`src/rtl/iofz_pkg.sv`:
```
package iofz_pkg;

  typedef enum logic {
    OP_FREEZE = 1'b0,
    OP_THAW   = 1'b1
  } iofz_op_e;

  typedef enum logic [2:0] {
    GAP_NEXT,
    GAP_SHORT,
    GAP_LONG,
    GAP_OSC_CAL,
    GAP_OSC_SETTLE
  } iofz_gap_e;

  typedef struct packed {
    logic slew_n;
    logic pullup_n;
    logic tri_n;
    logic bhold_n;
    logic cfg_done;
    logic reg_rst;
    logic term_rst;
    logic cal_en;
    logic dll_rst;
  } iofz_lines_t;

  typedef struct packed {
    iofz_lines_t msk;
    iofz_lines_t val;
  } iofz_act_t;

  localparam int unsigned STEP_W = 3;

  function automatic int unsigned ceil_div(input int unsigned num, input int unsigned den);
    return (num + den - 1) / den;
  endfunction

endpackage

```
`src/rtl/iofz_rst_sync.sv`:
```
module iofz_rst_sync #(
  parameter int unsigned STAGES = 2
) (
  input  logic clk,
  input  logic rst_n,
  output logic srst_n
);
  logic [STAGES-1:0] sync_q;

  always_ff @(posedge clk or negedge rst_n) begin
    if (!rst_n) begin
      sync_q <= '0;
    end else begin
      sync_q <= {sync_q[STAGES-2:0], 1'b1};
    end
  end

  assign srst_n = sync_q[STAGES-1];
endmodule

```
`src/rtl/iofz_wait_cnt.sv`:
```
module iofz_wait_cnt #(
  parameter int unsigned CW = 10
) (
  input  logic          clk,
  input  logic          rst_n,
  input  logic          load,
  input  logic [CW-1:0] load_val,
  output logic          expired
);
  logic [CW-1:0] cnt_q;
  logic [CW-1:0] cnt_d;
  logic          cnt_en;

  always_comb begin
    cnt_en = load || (cnt_q != '0);
    if (load) begin
      cnt_d = load_val;
    end else begin
      cnt_d = cnt_q - 1'b1;
    end
  end

  always_ff @(posedge clk or negedge rst_n) begin
    if (!rst_n) begin
      cnt_q <= '0;
    end else if (cnt_en) begin
      cnt_q <= cnt_d;
    end
  end

  assign expired = (cnt_q == '0);
endmodule

```
`src/rtl/iofz_step_rom.sv`:
```
module iofz_step_rom
  import iofz_pkg::*;
(
  input  iofz_op_e          op,
  input  logic              rich,
  input  logic [STEP_W-1:0] step,
  output iofz_act_t         act,
  output iofz_gap_e         gap,
  output logic              last
);
  always_comb begin
    act  = '0;
    gap  = GAP_NEXT;
    last = 1'b1;
    if (op == OP_FREEZE) begin
      case (step)
        3'd0: begin
          act.msk.slew_n   = 1'b1;
          act.msk.pullup_n = 1'b1;
          act.msk.tri_n    = 1'b1;
          gap  = GAP_SHORT;
          last = 1'b0;
        end
        3'd1: begin
          act.msk.bhold_n  = 1'b1;
          act.msk.cfg_done = 1'b1;
          if (rich) begin
            act.msk.reg_rst  = 1'b1;
            act.val.reg_rst  = 1'b1;
            act.msk.term_rst = 1'b1;
            act.val.term_rst = 1'b1;
            gap  = GAP_SHORT;
            last = 1'b0;
          end
        end
        3'd2: begin
          act.msk.cal_en  = 1'b1;
          act.msk.dll_rst = 1'b1;
          act.val.dll_rst = 1'b1;
        end
        default: ;
      endcase
    end else if (!rich) begin
      case (step)
        3'd0: begin
          act.msk.bhold_n  = 1'b1;
          act.val.bhold_n  = 1'b1;
          act.msk.cfg_done = 1'b1;
          act.val.cfg_done = 1'b1;
          gap  = GAP_SHORT;
          last = 1'b0;
        end
        3'd1: begin
          act.msk.pullup_n = 1'b1;
          act.val.pullup_n = 1'b1;
          act.msk.tri_n    = 1'b1;
          act.val.tri_n    = 1'b1;
          gap  = GAP_SHORT;
          last = 1'b0;
        end
        3'd2: begin
          act.msk.slew_n = 1'b1;
          act.val.slew_n = 1'b1;
        end
        default: ;
      endcase
    end else begin
      case (step)
        3'd0: begin
          act.msk.dll_rst = 1'b1;
          gap  = GAP_LONG;
          last = 1'b0;
        end
        3'd1: begin
          act.msk.cal_en = 1'b1;
          act.val.cal_en = 1'b1;
          gap  = GAP_OSC_CAL;
          last = 1'b0;
        end
        3'd2: begin
          act.msk.bhold_n  = 1'b1;
          act.val.bhold_n  = 1'b1;
          act.msk.cfg_done = 1'b1;
          act.val.cfg_done = 1'b1;
          act.msk.term_rst = 1'b1;
          gap  = GAP_OSC_SETTLE;
          last = 1'b0;
        end
        3'd3: begin
          act.msk.pullup_n = 1'b1;
          act.val.pullup_n = 1'b1;
          act.msk.tri_n    = 1'b1;
          act.val.tri_n    = 1'b1;
          gap  = GAP_LONG;
          last = 1'b0;
        end
        3'd4: begin
          act.msk.reg_rst = 1'b1;
          gap  = GAP_LONG;
          last = 1'b0;
        end
        3'd5: begin
          act.msk.slew_n = 1'b1;
          act.val.slew_n = 1'b1;
        end
        default: ;
      endcase
    end
  end
endmodule

```
`src/rtl/iofz_ctrl_bank.sv`:
```
module iofz_ctrl_bank
  import iofz_pkg::*;
#(
  parameter int unsigned NCH = 4,
  parameter int unsigned CHW = 2
) (
  input  logic           clk,
  input  logic           rst_n,
  input  logic           apply,
  input  logic [CHW-1:0] ch,
  input  iofz_act_t      act,
  output logic [NCH-1:0] slew_en_n,
  output logic [NCH-1:0] pullup_n,
  output logic [NCH-1:0] tristate_n,
  output logic [NCH-1:0] bushold_n,
  output logic [NCH-1:0] cfg_done,
  output logic           reg_rst,
  output logic           term_rst,
  output logic           term_cal_en,
  output logic           dll_rst
);
  for (genvar i = 0; i < NCH; i++) begin : g_ch
    logic        hit;
    iofz_lines_t nxt;
    assign hit = apply && (ch == CHW'(i));

    if (i == NCH - 1) begin : g_rich
      iofz_lines_t q;
      always_comb begin
        nxt = (q & ~act.msk) | (act.val & act.msk);
      end
      always_ff @(posedge clk or negedge rst_n) begin
        if (!rst_n) begin
          q <= '{slew_n: 1'b0, pullup_n: 1'b0, tri_n: 1'b0, bhold_n: 1'b0,
                 cfg_done: 1'b0, reg_rst: 1'b1, term_rst: 1'b1, cal_en: 1'b0,
                 dll_rst: 1'b1};
        end else if (hit) begin
          q <= nxt;
        end
      end
      assign slew_en_n[i]  = q.slew_n;
      assign pullup_n[i]   = q.pullup_n;
      assign tristate_n[i] = q.tri_n;
      assign bushold_n[i]  = q.bhold_n;
      assign cfg_done[i]   = q.cfg_done;
      assign reg_rst       = q.reg_rst;
      assign term_rst      = q.term_rst;
      assign term_cal_en   = q.cal_en;
      assign dll_rst       = q.dll_rst;
    end else begin : g_simple
      logic [4:0] q;
      logic [4:0] m5;
      logic [4:0] v5;
      assign nxt = act.val;
      always_comb begin
        m5 = {act.msk.slew_n, act.msk.pullup_n, act.msk.tri_n,
              act.msk.bhold_n, act.msk.cfg_done};
        v5 = {nxt.slew_n, nxt.pullup_n, nxt.tri_n, nxt.bhold_n, nxt.cfg_done};
      end
      always_ff @(posedge clk or negedge rst_n) begin
        if (!rst_n) begin
          q <= '0;
        end else if (hit) begin
          q <= (q & ~m5) | (v5 & m5);
        end
      end
      assign slew_en_n[i]  = q[4];
      assign pullup_n[i]   = q[3];
      assign tristate_n[i] = q[2];
      assign bushold_n[i]  = q[1];
      assign cfg_done[i]   = q[0];
    end
  end
endmodule

```
`src/rtl/iobank_freeze_seq.sv`:
```
module iobank_freeze_seq
  import iofz_pkg::*;
#(
  parameter int unsigned NUM_SIMPLE        = 3,
  parameter int unsigned CLK_PERIOD_PS     = 20000,
  parameter int unsigned OSC_PERIOD_PS     = 20000,
  parameter int unsigned SHORT_GAP_PS      = 20000,
  parameter int unsigned LONG_GAP_PS       = 40000,
  parameter int unsigned OSC_CAL_CYCLES    = 1000,
  parameter int unsigned OSC_SETTLE_CYCLES = 33,
  parameter int unsigned SYNC_STAGES       = 2
) (
  input  logic                  clk,
  input  logic                  rst_n,
  input  logic                  freeze_req,
  input  logic                  thaw_req,
  output logic                  busy,
  output logic                  done,
  output logic [NUM_SIMPLE:0]   frozen,
  output logic [NUM_SIMPLE:0]   slew_en_n,
  output logic [NUM_SIMPLE:0]   pullup_n,
  output logic [NUM_SIMPLE:0]   tristate_n,
  output logic [NUM_SIMPLE:0]   bushold_n,
  output logic [NUM_SIMPLE:0]   cfg_done,
  output logic                  reg_rst,
  output logic                  term_rst,
  output logic                  term_cal_en,
  output logic                  dll_rst
);
  localparam int unsigned NCH       = NUM_SIMPLE + 1;
  localparam int unsigned CHW       = (NCH > 1) ? $clog2(NCH) : 1;
  localparam int unsigned SHORT_CYC = ceil_div(SHORT_GAP_PS, CLK_PERIOD_PS);
  localparam int unsigned LONG_CYC  = ceil_div(LONG_GAP_PS, CLK_PERIOD_PS);
  localparam int unsigned CAL_CYC   = ceil_div(OSC_CAL_CYCLES * OSC_PERIOD_PS, CLK_PERIOD_PS);
  localparam int unsigned SET_CYC   = ceil_div(OSC_SETTLE_CYCLES * OSC_PERIOD_PS, CLK_PERIOD_PS);
  localparam int unsigned MAX_A     = (SHORT_CYC > LONG_CYC) ? SHORT_CYC : LONG_CYC;
  localparam int unsigned MAX_B     = (CAL_CYC > SET_CYC) ? CAL_CYC : SET_CYC;
  localparam int unsigned MAX_CYC   = (MAX_A > MAX_B) ? MAX_A : MAX_B;
  localparam int unsigned CW        = $clog2(MAX_CYC + 1);

  typedef enum logic {S_IDLE, S_RUN} seq_state_e;

  logic              srst_n;
  seq_state_e        state_q, state_d;
  iofz_op_e          op_q, op_d;
  logic [CHW-1:0]    ch_q, ch_d;
  logic [STEP_W-1:0] step_q, step_d;
  logic              done_q, done_d;
  logic [NCH-1:0]    frozen_q, frozen_d;
  logic              start, apply, expired, rich, last, seq_en, flag_en;
  iofz_act_t         act;
  iofz_gap_e         gap;
  logic [CW-1:0]     gap_cyc, load_val;

  iofz_rst_sync #(.STAGES(SYNC_STAGES)) u_rst_sync (
    .clk    (clk),
    .rst_n  (rst_n),
    .srst_n (srst_n)
  );

  assign rich  = (ch_q == CHW'(NCH - 1));
  assign start = (state_q == S_IDLE) && (freeze_req || thaw_req);
  assign apply = (state_q == S_RUN) && expired;

  iofz_step_rom u_step_rom (
    .op   (op_q),
    .rich (rich),
    .step (step_q),
    .act  (act),
    .gap  (gap),
    .last (last)
  );

  always_comb begin
    case (gap)
      GAP_SHORT:      gap_cyc = CW'(SHORT_CYC);
      GAP_LONG:       gap_cyc = CW'(LONG_CYC);
      GAP_OSC_CAL:    gap_cyc = CW'(CAL_CYC);
      GAP_OSC_SETTLE: gap_cyc = CW'(SET_CYC);
      default:        gap_cyc = CW'(1);
    endcase
    load_val = last ? '0 : (gap_cyc - 1'b1);
  end

  iofz_wait_cnt #(.CW(CW)) u_wait (
    .clk      (clk),
    .rst_n    (srst_n),
    .load     (apply),
    .load_val (load_val),
    .expired  (expired)
  );

  iofz_ctrl_bank #(.NCH(NCH), .CHW(CHW)) u_bank (
    .clk         (clk),
    .rst_n       (srst_n),
    .apply       (apply),
    .ch          (ch_q),
    .act         (act),
    .slew_en_n   (slew_en_n),
    .pullup_n    (pullup_n),
    .tristate_n  (tristate_n),
    .bushold_n   (bushold_n),
    .cfg_done    (cfg_done),
    .reg_rst     (reg_rst),
    .term_rst    (term_rst),
    .term_cal_en (term_cal_en),
    .dll_rst     (dll_rst)
  );

  always_comb begin
    state_d  = state_q;
    op_d     = op_q;
    ch_d     = ch_q;
    step_d   = step_q;
    done_d   = 1'b0;
    frozen_d = frozen_q;
    seq_en   = start || apply;
    flag_en  = apply && last;
    if (start) begin
      state_d = S_RUN;
      op_d    = freeze_req ? OP_FREEZE : OP_THAW;
      ch_d    = '0;
      step_d  = '0;
    end else if (apply) begin
      if (last) begin
        frozen_d[ch_q] = (op_q == OP_FREEZE);
        step_d         = '0;
        if (rich) begin
          state_d = S_IDLE;
          done_d  = 1'b1;
        end else begin
          ch_d = ch_q + 1'b1;
        end
      end else begin
        step_d = step_q + 1'b1;
      end
    end
  end

  always_ff @(posedge clk or negedge srst_n) begin
    if (!srst_n) begin
      state_q <= S_IDLE;
      op_q    <= OP_FREEZE;
      ch_q    <= '0;
      step_q  <= '0;
    end else if (seq_en) begin
      state_q <= state_d;
      op_q    <= op_d;
      ch_q    <= ch_d;
      step_q  <= step_d;
    end
  end

  always_ff @(posedge clk or negedge srst_n) begin
    if (!srst_n) begin
      frozen_q <= '1;
    end else if (flag_en) begin
      frozen_q <= frozen_d;
    end
  end

  always_ff @(posedge clk or negedge srst_n) begin
    if (!srst_n) begin
      done_q <= 1'b0;
    end else begin
      done_q <= done_d;
    end
  end

  assign busy   = (state_q == S_RUN);
  assign done   = done_q;
  assign frozen = frozen_q;
endmodule

```
`config.mk`:
```
export PLATFORM = sky130hd
export DESIGN_NAME = iobank_freeze_seq
export DESIGN_NICKNAME = d
export VERILOG_FILES = /design/src/rtl/iofz_pkg.sv /design/src/rtl/iofz_rst_sync.sv /design/src/rtl/iofz_wait_cnt.sv /design/src/rtl/iofz_step_rom.sv /design/src/rtl/iofz_ctrl_bank.sv /design/src/rtl/iobank_freeze_seq.sv
export SDC_FILE = /design/constraint.sdc
export NUM_CORES = 1
export LEC_CHECK = 0
export BUFFER_PORTS_ARGS = -buffer_cell sky130_fd_sc_hd__buf_2
export CAP_MARGIN = 0
export CELL_PAD_IN_SITES_DETAIL_PLACEMENT = 1
export CELL_PAD_IN_SITES_GLOBAL_PLACEMENT = 1
export CORE_UTILIZATION = 42
export DETAILED_ROUTE_END_ITERATION = 10
export PLACE_DENSITY = 0.78
export SYNTH_ARGS = -nofsm -noshare
export SYNTH_HDL_FRONTEND = slang
export SYNTH_SLANG_ARGS = --single-unit
export TNS_END_PERCENT = 5
```
`constraint.sdc`:
```
create_clock -name clk -period 1.65 [get_ports clk]
set_clock_uncertainty 0.1 [all_clocks]
set_input_delay 0.0825 -clock clk [delete_from_list [all_inputs] [get_ports clk]]
set_output_delay 0.0825 -clock clk [all_outputs]
set_load 0.05 [all_outputs]
```
# Word-level counts from Yosys, hierarchy flattened
# Cells that the tools add are included.
# totals
reg_bits	48
output_inout_bits	30
elab_cells	134
# classes
eq_ne	12
mux	55
n_reduce_logical	26
n_addsub	4
bitwise	15
order_cmp	2
# op_table
cell	count
$pmux W10 S3	1
$mux W1	25
$mux W2	11
$and A5 B5 Y5	4
$mux W10	2
$sub A10 B1 Y10 const B	2
$and A9 B9 Y9	2
$mux W3	6
$or A5 B5 Y5	3
$eq A3 B2 Y1 const B	4
$reduce_and A4 Y1	3
$logic_not A10 Y1	1
$mux W5	2
$reduce_bool A10 Y1	1
$eq A3 B3 Y1 const B	3
$mux W9	1
$not A9 Y9	1
$or A9 B9 Y9	1
$pmux W3 S3	1
$logic_and A1 B1 Y1	8
$mux W4	2
$pmux W3 S2	1
$reduce_bool A2 Y1	3
$not A5 Y5	1
other kinds (19)	25

# Depth between registers and ports, before layout
# depth
word_depth	10
mapped_depth	11
ltp_nobuf	10

# By module
# Synthesis repeated with hierarchy kept, for this count alone.
# unflattened
cells_unflattened	273
hier_area_um2	2901.5
# modules_own_cells
mod	seq_area_each_um2	area_per_inst_um2	cells_per_inst	instances
iofz_ctrl_bank	604.3	1153.6	78	1
iobank_freeze_seq	305.3	670.6	70	1
iofz_wait_cnt	250.2	606.8	64	1
iofz_step_rom	0.0	416.6	58	1
iofz_rst_sync	50.0	53.8	3	1

# Worst setup path after synthesis
# No wires, ideal clock.
# synth_path
path_type	reg2reg
startpoint	register step_q[0]
endpoint	register u_wait.cnt_q[3]
period_less_slack_ns	2.372
stages_incl_launch_ff	11
t_arrival_ns	2.177
required_time_ns	1.454
path_slack_ns	-0.722
path_cell_list	dfrtp_1 -> inv_1 -> ha_1 -> and3b_1 -> clkbuf_1 -> nor3_1 -> o31a_1 -> nand2_1 -> ha_1 -> ha_1 -> o31ai_1
# synth_via
elab_chain_len	10
elab_cells_between_ends	25
cone_classes	add/sub: 1; eq/ne: 7; mux: 13; reduce/logical: 4
# synth_rtl
element	line	source
start: declaration	iobank_freeze_seq.sv:47	logic [STEP_W-1:0] step_q, step_d;
start signal: assignment	iobank_freeze_seq.sv:150	step_q <= step_d;
$eq A3 B3 Y1, or another cell as far along	iofz_step_rom.sv:68	case (step)
$reduce_or A3 Y1 (no line) or $reduce_or A2 Y1 (tied branches)	n/a	
$pmux W3 S3 or $mux W1 (tied branches)	iofz_step_rom.sv:68, iofz_step_rom.sv:44	
$mux W3	iofz_step_rom.sv:43	end else if (!rich) begin
$mux W3	iofz_step_rom.sv:15	if (op == OP_FREEZE) begin
$eq A3 B3 Y1 or $eq A3 B2 Y1 (tied branches)	iobank_freeze_seq.sv:75	case (gap)
$pmux W10 S3	iobank_freeze_seq.sv:75	
$sub A10 B1 Y10	iobank_freeze_seq.sv:82	load_val = last ? '0 : (gap_cyc - 1'b1);
$mux W10 (*)	iobank_freeze_seq.sv:82	
$mux W10 (*)	iofz_wait_cnt.sv:16	if (load) begin
end signal: assignment	iofz_wait_cnt.sv:27	cnt_q <= cnt_d;
end: declaration	iofz_wait_cnt.sv:10	logic [CW-1:0] cnt_q;
# Every way passes the cells marked *; elsewhere a longest branch is shown, timed or not.
# A chain may end at the register's enable or synchronous reset.

==> out/qor.log <==
INFO  run_status     result_of_the_run=finished, violations left
INFO  run_status     violations_in_the_final_reports=negative setup slack
INFO  grt            grt_util_met3=4.88%
INFO  place          dp_hpwl=5010microns
INFO  setup_path     critical_path.reg2reg.startpoint=u_wait.cnt_q[0]
INFO  finish         fillCellCount=534
INFO  die            initial_core_utilization=45.0%
INFO  grt            grt_pass1_wl=12000microns
INFO  power          p_sw_share=21.3%
INFO  yosys          yosys_warnings=0
INFO  finish         fin_util=66.0%
INFO  sta            setup_repair_after_global_routing_missed_its_margin=yes
INFO  clocking       clock_latency_on_the_worst_skew_pair=0.30ns
INFO  sta            max_slew_margin=46.0%
INFO  setup_path     worst-setup-path-type=flip-flop to flip-flop
INFO  finish         post-route-cell-area=3200squm
INFO  grt            antenna_violations_before_repair=0
INFO  setup_path     beginning_of_the_critical_path=u_wait.cnt_q[0]
INFO  yosys          async_flop_share=100%
INFO  yosys          synth.yosys.seq_area_share=46.3%
INFO  yosys          synth_largest_area_cell=dfrtp_1
INFO  grt            globalRouteMet1Util=36.6%
INFO  yosys          synthTopCellsByArea=dfrtp_1 38%, dfstp_2 8.4%, o21ai_0 7.8%
INFO  clocking       clk_path_buf_depth=2
INFO  yosys          synthDominantCellAreaShare=37.9%
INFO  clocking       cts_tree=yes
INFO  routing        vias=2374
INFO  power          pwr-share-comb=1.7%
INFO  sta            finalCritPeriodShare=139%
INFO  grt            grt_util_met2=52.7%
INFO  grt            first_global_vias=2292
INFO  die            placement_rows=25
INFO  finish         layout.area.seq=1010squm
INFO  finish         multi_input_area=1260squm
INFO  routing        detail_route.vias_per_cell=6.03
INFO  setup_path     worst_ep_required_time=1.72ns
INFO  finish         most_frequent_standard_cell_in_the_layout_excluding_fill_and_tap_cells=buf_4
INFO  power          power_after_layout=1.89mW
INFO  sta            final_max_slew_viol_count=0
INFO  sta            final.setup.worst_slack=-0.649ns
INFO  finish         antennaDiodeCount=0
INFO  routing        routed_wirelength=9230microns
INFO  yosys          ys.flop_type=dfrtp_1
INFO  finish         area_growth_syn_to_layout=46.8%
INFO  place          pre_cts_ws=-0.608ns
INFO  routing        ant_nets=0
INFO  yosys          yosys_register_bits=40
INFO  finish         layout_common_cells=59 x buf_4, 33 x buf_2, 32 x dfrtp_1
INFO  setup_path     worst_setup_path_start_kind=flip-flop
INFO  routing        remaining_drc_errors=0
INFO  yosys          synth_enable_flop_cells=0
INFO  grt            layer_with_the_highest_usage_after_global_routing=met2
INFO  yosys          synthCells=235
INFO  routing        drt_pre_antenna_iters=4
INFO  setup_path     crit_path_end_kind=flip-flop
INFO  place          place.gp.congestion=0.817
INFO  die            floorplan.die_area=5480squm
INFO  grt            grt_max_degree=26
INFO  routing        drt-wirelength-per-cell=23.4microns
INFO  power          power_leakage=1.49nW
INFO  power          net-switching-power=0.403mW
INFO  clocking       cts_inserted_buffers=5
INFO  place          place.port_buffers=33
INFO  grt            global_route.overflow_total=0
INFO  finish         finish.net_count=342
INFO  sta            tns=-18.94ns
INFO  setup_path     timing.critical_path.fanout_max=8
INFO  die            core_area=4850squm
INFO  finish         post_route_cells_drive_above_1_share=47.1%
INFO  die            die_height=74.0microns
INFO  clocking       h-tree-depth=2
INFO  routing        initialDrtViolationCount=155
INFO  power          share_of_total_power_in_the_clock_network=46.2%
INFO  power          power.internal=1.49mW
INFO  grt            grtUsageTotal=29.7%
INFO  worst_hold_path min_path_type=flip-flop to async pin
INFO  power          p_per_area=591nW/um^2
INFO  place          area_post_placement=2820squm
INFO  power          peakVddDrop=0.580mV
INFO  clocking       clkSlewWorstSetupHoldPaths=0.09ns
INFO  power          p_seq_share=52.0%
INFO  sta            timing_worst_slew_pin_value=0.804ns
INFO  setup_path     crit_path_max_incr_delay=0.54ns
INFO  sta            timing_hold_violations_final=0
INFO  yosys          mappedNetlistArea=2180squm
INFO  yosys          ys_types=49
INFO  yosys          postSynthAreaPerCell=9.27squm
INFO  sta            timing.final.crit_period=2.30ns
INFO  setup_path     critPathArrivalTime=2.37ns
INFO  clocking       numClockSinks=40
INFO  clocking       root_buffer=clkbuf_8
INFO  die            ios=34
INFO  flow_run       max_cap_violations=0
INFO  die            die-width=74.0microns
INFO  sta            timing.final.setup_violations=38
INFO  sta            fmax=435MHz
INFO  setup_path     worstPathCellList=inv_1 > ha_2 > or4b_4 > nor4_4 > buf_6 > nand2_4 > o21ai_2 > o21ai_0
INFO  setup_path     critPathSlowestCell=or4b_4
INFO  yosys          postSynthNetCount=251
## metrics by stage
| step | instances | hold WS (ns) |
|---|---|---|
| final | 394 | 0.167 |
| after global routing | 394 | 0.186 |
| after CTS | 391 | 0.163 |
| after detailed placement | 379 | -0.232 |
| after global placement | 379 | -0.231 |
| after floorplan | 235 | -0.313 |
## worst max-delay path: cells and delay by family, from the launching register on
| kind | cells | cell delay [ns] |
|---|---|---|
| fa+ha+maj | 1 | 0.20 |
| buf+inv | 2 | 0.28 |
| flops | 1 | 0.40 |
| simple gates | 3 | 0.85 |
| compound gates | 2 | 0.33 |
## power groups by stage
| stage | registers, mW | clock network, mW | logic, mW |
|---|---|---|---|
| 5_1_grt | 0.984 | 0.907 | 0.0387 |
| 6_report | 0.984 | 0.874 | 0.0331 |
| 2_1_floorplan | 1.01 | 0 | 0.000198 |
| 3_5_place_dp | 1.00 | 0 | 0.0286 |
| 4_1_cts | 0.984 | 0.875 | 0.0337 |
| 3_3_place_gp | 1.00 | 0 | 0.0270 |
## cells in the mapped netlist (2+ instances only)
| library cell | instances |
|---|---|
| nor3_1 | 7 |
| dfrtp_1 | 33 |
| buf_4 | 8 |
| o31ai_1 | 5 |
| o21ai_1 | 2 |
| nand4_1 | 3 |
| clkbuf_1 | 5 |
| inv_1 | 10 |
| a211oi_1 | 2 |
| nand2b_1 | 4 |
| nor3b_1 | 2 |
| a21oi_1 | 6 |
| nand2_1 | 34 |
| mux2i_1 | 4 |
| a31oi_1 | 2 |
| o211ai_1 | 2 |
| o21ai_0 | 34 |
| nand3_1 | 9 |
| xnor2_1 | 2 |
| ha_1 | 12 |
| or2_2 | 2 |
| dfstp_2 | 7 |
| nor2_1 | 12 |
| nand3b_1 | 3 |
## cells by family after synthesis
kind of cell,synth area share [%]
AOI/OAI and AO/OA,17.6
xor gates and xnor gates,0.804
adders and majority gates,6.89
buffers and inverters,5.97
DFF,46.3
muxes,2.35
other,0.172
and+or+nand+nor,19.9
## cell type report
type | count | area share (%)
Tap cell | 67 | 2.62
Clock buffer | 6 | 2.58
Inverter | 10 | 1.25
Multi-Input combinational cell | 170 | 39.4
Sequential cell | 40 | 31.6
Clock inverter | 2 | 1.21
Timing Repair Buffer | 99 | 21.3
## final timing paths
| kind | endpoint | slack (ns) | depth (start not counted) |
|---|---|---|---|
| worst max register to register | flip-flop | -0.65 | 8 |
| worst min-delay path | async pin | 0.17 | 1 |
| min in group clk | u_rst_sync.sync_q[1] | 0.26 | 0 |
| worst max-delay path | flip-flop | -0.65 | 8 |
| max in group asynchronous | u_rst_sync.sync_q[1] | 0.78 | 3 |
| worst min register to register | async pin | 0.17 | 1 |
## what timing repair did
item | in CTS | in global routing
resized for setup | 26 | 25
hold buffers | 3 | 0
pin swaps | 4 | 13
endpoints found under the setup margin | 37 | 37
hold endpoints to repair | 3 | 0
buffers inserted | 1 | 3
## routing by layer
layer	part of all wire (%)	up-vias	wire length, microns
met4	3.0	0	273
li1	-	1006	-
met2	52	117	4760
met3	5.4	28	498
met1	40	1223	3700
met5	0	-	0
Power figures use the tool's default switching activity.
